$ cat config.mk
export PLATFORM = sky130hd
export DESIGN_NAME = pcm_stream_packer
export DESIGN_NICKNAME = d
export VERILOG_FILES = /design/src/rtl/psp_pkg.sv /design/src/rtl/psp_place.sv /design/src/rtl/psp_fmt.sv /design/src/rtl/psp_seq.sv /design/src/rtl/pcm_stream_packer.sv
export SDC_FILE = /design/constraint.sdc
export NUM_CORES = 1
export LEC_CHECK = 0
export BUFFER_PORTS_ARGS = -buffer_cell sky130_fd_sc_hd__buf_2
export CELL_PAD_IN_SITES_DETAIL_PLACEMENT = 0
export CELL_PAD_IN_SITES_GLOBAL_PLACEMENT = 1
export CORE_UTILIZATION = 30
export DETAILED_ROUTE_END_ITERATION = 6
export GPL_TIMING_DRIVEN = 0
export PLACE_DENSITY = 0.59
export SETUP_SLACK_MARGIN = 0.15
export SYNTH_ARGS = -nofsm -noshare
export SYNTH_HDL_FRONTEND = slang
export SYNTH_HIERARCHICAL = 1
export SYNTH_SLANG_ARGS = --single-unit
$ cat constraint.sdc
create_clock -name clk -period 4.5 [get_ports clk]
set_clock_uncertainty 0.15 [all_clocks]
set_input_delay 0.675 -clock clk [delete_from_list [all_inputs] [get_ports clk]]
set_output_delay 0.675 -clock clk [all_outputs]
set_load 0.01 [all_outputs]
$ cat src/rtl/psp_pkg.sv
package psp_pkg;
  localparam int FIELD_W = 24;
  localparam int TID_W   = 3;

  typedef enum logic [3:0] {
    PRE_BLOCK = 4'b0001,
    PRE_LEFT  = 4'b0010,
    PRE_RIGHT = 4'b0011
  } pre_e;

  typedef struct packed {
    logic               par;
    logic               cs;
    logic               usr;
    logic               vld;
    logic [FIELD_W-1:0] field;
    pre_e               pre;
  } aud_word_t;
endpackage

$ cat src/rtl/psp_place.sv
module psp_place #(
  parameter int SAMPLE_W = 24
) (
  input  logic [SAMPLE_W-1:0]          smp,
  output logic [psp_pkg::FIELD_W-1:0]  field
);
  localparam int PAD_W = psp_pkg::FIELD_W - SAMPLE_W;

  generate
    if (PAD_W == 0) begin : g_full
      assign field = smp;
    end else begin : g_pad
      // left-justify the sample, zero below it
      assign field = {smp, {PAD_W{1'b0}}};
    end
  endgenerate
endmodule

$ cat src/rtl/psp_fmt.sv
module psp_fmt (
  input  logic [psp_pkg::FIELD_W-1:0] field,
  input  logic                        vld,
  input  logic                        usr,
  input  logic                        cs,
  input  logic [psp_pkg::TID_W-1:0]   ch,
  input  logic                        blk_first,
  output psp_pkg::aud_word_t          word
);
  import psp_pkg::*;

  always_comb begin
    word.field = field;
    word.vld   = vld;
    word.usr   = usr;
    word.cs    = cs;
    if (blk_first)  word.pre = PRE_BLOCK;
    else if (ch[0]) word.pre = PRE_RIGHT;
    else            word.pre = PRE_LEFT;
    word.par = ^{cs, usr, vld, field};
  end
endmodule

$ cat src/rtl/psp_seq.sv
module psp_seq #(
  parameter int NUM_CH           = 8,
  parameter int FRAMES_PER_BLOCK = 192
) (
  input  logic                      clk,
  input  logic                      rst,
  input  logic                      start,
  input  logic                      advance,
  output logic [psp_pkg::TID_W-1:0] ch,
  output logic                      last,
  output logic                      first_frame
);
  localparam int FR_W = (FRAMES_PER_BLOCK > 1) ? $clog2(FRAMES_PER_BLOCK) : 1;
  localparam logic [FR_W-1:0] FR_MAX = FR_W'(FRAMES_PER_BLOCK - 1);
  localparam logic [psp_pkg::TID_W-1:0] CH_MAX = psp_pkg::TID_W'(NUM_CH - 1);

  logic [FR_W-1:0] frame;

  assign last        = (ch == CH_MAX);
  assign first_frame = (frame == '0);

  always_ff @(posedge clk) begin
    if (rst) begin
      ch    <= '0;
      frame <= '0;
    end else if (start) begin
      ch <= '0;
    end else if (advance) begin
      if (last) begin
        ch    <= '0;
        frame <= (frame == FR_MAX) ? '0 : frame + 1'b1;
      end else begin
        ch <= ch + 1'b1;
      end
    end
  end

  // the block count restarts after its final frame
  a_r10_block_wrap: assert property (@(posedge clk) disable iff (rst)
    advance && last && (frame == FR_MAX) |=> first_frame);

  // channel index never reaches past the active channel count
  a_r4_ch_bound: assert property (@(posedge clk) disable iff (rst)
    ch <= CH_MAX);
endmodule

$ cat src/rtl/pcm_stream_packer.sv
module pcm_stream_packer #(
  parameter int NUM_CH           = 8,
  parameter int SAMPLE_W         = 24,
  parameter int FRAMES_PER_BLOCK = 192
) (
  input  logic                         clk,
  input  logic                         rst,
  input  logic                         in_valid,
  output logic                         in_ready,
  input  logic [NUM_CH*SAMPLE_W-1:0]   in_smp,
  input  logic [NUM_CH-1:0]            in_v,
  input  logic [NUM_CH-1:0]            in_u,
  input  logic [NUM_CH-1:0]            in_c,
  output logic                         m_tvalid,
  input  logic                         m_tready,
  output logic [31:0]                  m_tdata,
  output logic [2:0]                   m_tid
);
  import psp_pkg::*;

  localparam logic [TID_W-1:0] CH_MAX = TID_W'(NUM_CH - 1);

  logic                       load, xfer, last, first_frame;
  logic [TID_W-1:0]           cur_ch, src_ch;
  logic [NUM_CH*SAMPLE_W-1:0] hold_smp;
  logic [NUM_CH-1:0]          hold_v, hold_u, hold_c;
  logic [NUM_CH-1:0]          sh_v, sh_u, sh_c;
  logic [SAMPLE_W-1:0]        lane_smp;
  logic                       lane_v, lane_u, lane_c;
  logic [FIELD_W-1:0]         field;
  aud_word_t                  word;

  assign in_ready = !m_tvalid;
  assign load     = in_valid && in_ready;
  assign xfer     = m_tvalid && m_tready;
  assign src_ch   = load ? '0 : cur_ch + 1'b1;
  assign m_tid    = cur_ch;

  psp_seq #(
    .NUM_CH          (NUM_CH),
    .FRAMES_PER_BLOCK(FRAMES_PER_BLOCK)
  ) u_seq (
    .clk        (clk),
    .rst        (rst),
    .start      (load),
    .advance    (xfer),
    .ch         (cur_ch),
    .last       (last),
    .first_frame(first_frame)
  );

  // frame capture: lanes 1.. are read from here after channel 0 leaves
  always_ff @(posedge clk) begin
    if (load) begin
      hold_smp <= in_smp;
      hold_v   <= in_v;
      hold_u   <= in_u;
      hold_c   <= in_c;
    end
  end

  assign sh_v = hold_v >> src_ch;
  assign sh_u = hold_u >> src_ch;
  assign sh_c = hold_c >> src_ch;

  always_comb begin
    if (load) begin
      lane_smp = in_smp[SAMPLE_W-1:0];
      lane_v   = in_v[0];
      lane_u   = in_u[0];
      lane_c   = in_c[0];
    end else begin
      lane_smp = hold_smp[int'(src_ch)*SAMPLE_W +: SAMPLE_W];
      lane_v   = sh_v[0];
      lane_u   = sh_u[0];
      lane_c   = sh_c[0];
    end
  end

  psp_place #(.SAMPLE_W(SAMPLE_W)) u_place (
    .smp  (lane_smp),
    .field(field)
  );

  psp_fmt u_fmt (
    .field    (field),
    .vld      (lane_v),
    .usr      (lane_u),
    .cs       (lane_c),
    .ch       (src_ch),
    .blk_first(load && first_frame),
    .word     (word)
  );

  always_ff @(posedge clk) begin
    if (rst) begin
      m_tvalid <= 1'b0;
      m_tdata  <= '0;
    end else if (load) begin
      m_tvalid <= 1'b1;
      m_tdata  <= word;
    end else if (xfer) begin
      if (last) m_tvalid <= 1'b0;
      else      m_tdata  <= word;
    end
  end

  // a stalled word is held unchanged
  a_r8_hold_stable: assert property (@(posedge clk) disable iff (rst)
    m_tvalid && !m_tready |=> m_tvalid && $stable(m_tdata) && $stable(m_tid));

  // a transferred non-final word is followed by the next channel
  a_r4_ascend: assert property (@(posedge clk) disable iff (rst)
    xfer && (m_tid != CH_MAX) |=> m_tvalid && (m_tid == 3'($past(m_tid) + 3'd1)));

  // a new frame always opens on channel 0
  a_r4_frame_open: assert property (@(posedge clk) disable iff (rst)
    load |=> m_tvalid && (m_tid == '0));

  // even parity over bits 31:4
  a_r7_parity: assert property (@(posedge clk) disable iff (rst)
    m_tvalid |-> (^m_tdata[31:4]) == 1'b0);

  // odd channels are always marked right
  a_r3_odd_code: assert property (@(posedge clk) disable iff (rst)
    m_tvalid && m_tid[0] |-> m_tdata[3:0] == 4'b0011);

  // reset drops the output valid
  a_r11_reset: assert property (@(posedge clk)
    rst |=> !m_tvalid);

  generate
    if (SAMPLE_W < FIELD_W) begin : g_pad_chk
      // padding bits below a short sample stay zero
      a_r6_pad_zero: assert property (@(posedge clk) disable iff (rst)
        m_tvalid |-> m_tdata[FIELD_W-SAMPLE_W+3:4] == '0);
    end
  endgenerate
endmodule

==> run_results.csv <==
group,metric,value,unit
outcome,status,"finished clean",
clock_tree,root_buffer,"clkbuf_16",
run,cap_violations,0,
grt,grt_usage,15.7,%
timing,period_share,80.2,%
routing,drcViolationCount,0,
cells_and_area,drive_above_1_share,49.8,%
cells_and_area,final_cell_count_no_fill,1542,
worst_hold_path,hold-path-endpoint,"hold_smp[114]$_DFFE_PP_",
setup_path,critPathLaunch,"m_tvalid$_SDFFE_PP0P_",
grt,antenna_found_initial,7,
setup_path,path_cells,"nand2b_4 -> inv_1 -> buf_8 -> buf_16 -> nand2_1 -> o31ai_2 -> buf_4 -> xnor2_1 -> xnor2_1 -> xnor3_1 -> xnor3_1 -> nand2_1 -> a21oi_1",
synth,synth_area_per_cell,14.8,sq um
power,power_density,433,nW/um^2
clock_tree,clockBufferDepth,3,
setup_path,reg2reg_setup_slack,0.89,ns
synth,netlist_area,11200,sq um
clock_tree,cts_resized,0,
setup_path,startpoint_type,"flop",
placement,placed_cells_incl_taps,1485,
setup_path,cp.arrival,3.95,ns
grt,gr-total-overflow,0,
timing,worstMarginPinSlew,0.956,ns
power,worst_ir_drop_vdd,299,uV
cells_and_area,layout_commonest_cell,"buf_2",
setup_path,ff2ff_path_depth,13,
timing,setup_viol,0,
synth,synth_cells,759,
timing,fmax,0.277,GHz
timing,grt_setup_unrepaired,"false",
routing,wl_per_cell,19.4,um
floorplanning,fp.dieH,195,um
timing,min_period,3.61,ns
clock_tree,hold_buffers,0,
floorplanning,die_w,195,um
setup_path,cp_data_required_time,4.84,ns
routing,drt-total-wl,29900,um
routing,via_per_inst,4.50,
routing,drt_iter0_markers,327,
setup_path,rr_startpoint,"m_tvalid$_SDFFE_PP0P_",
floorplanning,start_util,30.5,%
worst_hold_path,whs_path_depth,1,
cells_and_area,final_nets,1274,
routing,via_count,6940,
timing,finalHoldViolCount,0,
timing,slew_headroom,36.3,%
timing,tns,0,ns
floorplanning,pin_count,257,
power,leakagePower,5.47,nW
clock_tree,cts_tree,"yes",
timing,setup_ws,0.892,ns
clock_tree,post-cts-setup-buffers,0,
worst_hold_path,min_from,"in_smp[114]",
setup_path,crit_type,"flop to flop",
placement,io_buffers,256,
routing,postRouteAntennaNets,0,
placement,dpl.hpwl,20900,um
clock_tree,insertion_delay,0.58,ns
cells_and_area,syn_to_final_growth,26.3,%
floorplanning,core,36700,sq um
worst_hold_path,hold_class,"input pin to flop",
setup_path,cp-end-kind,"flop",
setup_path,critical_path_buf_inv_count,4,
clock_tree,cts.sinks,260,
setup_path,path_delay_family,"buffers and inverters",
cells_and_area,final_cell_mix,"buf_2, edfxtp_1, mux2_2",
synth,ys_warn_count,6,
clock_tree,clk_pin_slew,0.06,ns
placement,gp_congestion,0.718,
setup_path,r2r-end,"m_tdata[31]$_SDFFE_PP0P_",
floorplanning,row_count,70,
grt,grt_pass1_vias,7319,
floorplanning,die_area,38100,sq um
grt,grt_max_degree,129,
grt,grt_pass1_wl,44400,um
clock_tree,cts_inserted_buffers,30,
setup_path,cp_max_fo,128,
clock_tree,htree_levels,1,
timing,slew_viol_final,0,
setup_path,cpMaxStageDelayCell,"buf_8",
setup_path,slowest_delay,0.58,ns
placement,dp_slack,0.417,ns
routing,dr.pass1.iters,5,
## worst max-delay path by stage
stage	end	slack, ns	cells past startpoint
floorplan	m_tdata[31]$_SDFFE_PP0P_	0.92	12
global placement	m_tdata[31]$_SDFFE_PP0P_	0.07	13
detailed placement	m_tdata[31]$_SDFFE_PP0P_	0.42	14
CTS	m_tdata[31]$_SDFFE_PP0P_	0.72	13
global route	m_tdata[31]$_SDFFE_PP0P_	0.50	13
finish	m_tdata[31]$_SDFFE_PP0P_	0.89	13
## layout make-up
type	count	area, sq um
repair buffers	257	1310
well taps	468	586
clock buffers	37	787
plain buffers	93	703
diodes	2	5.00
fillers	3536	22500
flip-flops and latches	260	7370
inverters	8	30.0
multi-input cells	399	3120
clock inverters	18	255
## metal layers
metal	part of all wire (%)	track usage, %	vias to the layer above
li1	-	-	3375
met1	44	20.2	3296
met2	46	25.7	209
met3	7.5	5.03	48
met4	2.0	3.59	12
met5	0.28	0	-
## metrics by stage
step	util (%)	power (mW)	cell area, sq um	hold WS, ns
floorplan	-	3.35	11200	0.319
global placement	35.6	3.63	13100	0.286
detailed placement	35.7	3.63	13100	0.292
CTS	38.6	6.23	14200	0.0826
global route	38.6	6.38	14200	0.0897
finish	38.6	6.13	14200	0.118
## state kept, by name, summed over array words and instances (netlist names)
register and cells:
hold_smp 192, m_tdata 32, hold_c 8, hold_u 8, hold_v 8, u_seq/frame 8, u_seq/ch 3, m_tvalid 1
## power breakdown
part | switching (mW) | internal, mW | total, mW | leakage [nW]
Clock | 0.982 | 1.58 | 2.56 | 0.512
Combinational | 0.363 | 0.397 | 0.760 | 2.54
Sequential | 0.0359 | 2.77 | 2.80 | 2.42
Total | 1.38 | 4.75 | 6.13 | 5.47
No activity file was read; power rests on OpenSTA's default activity.
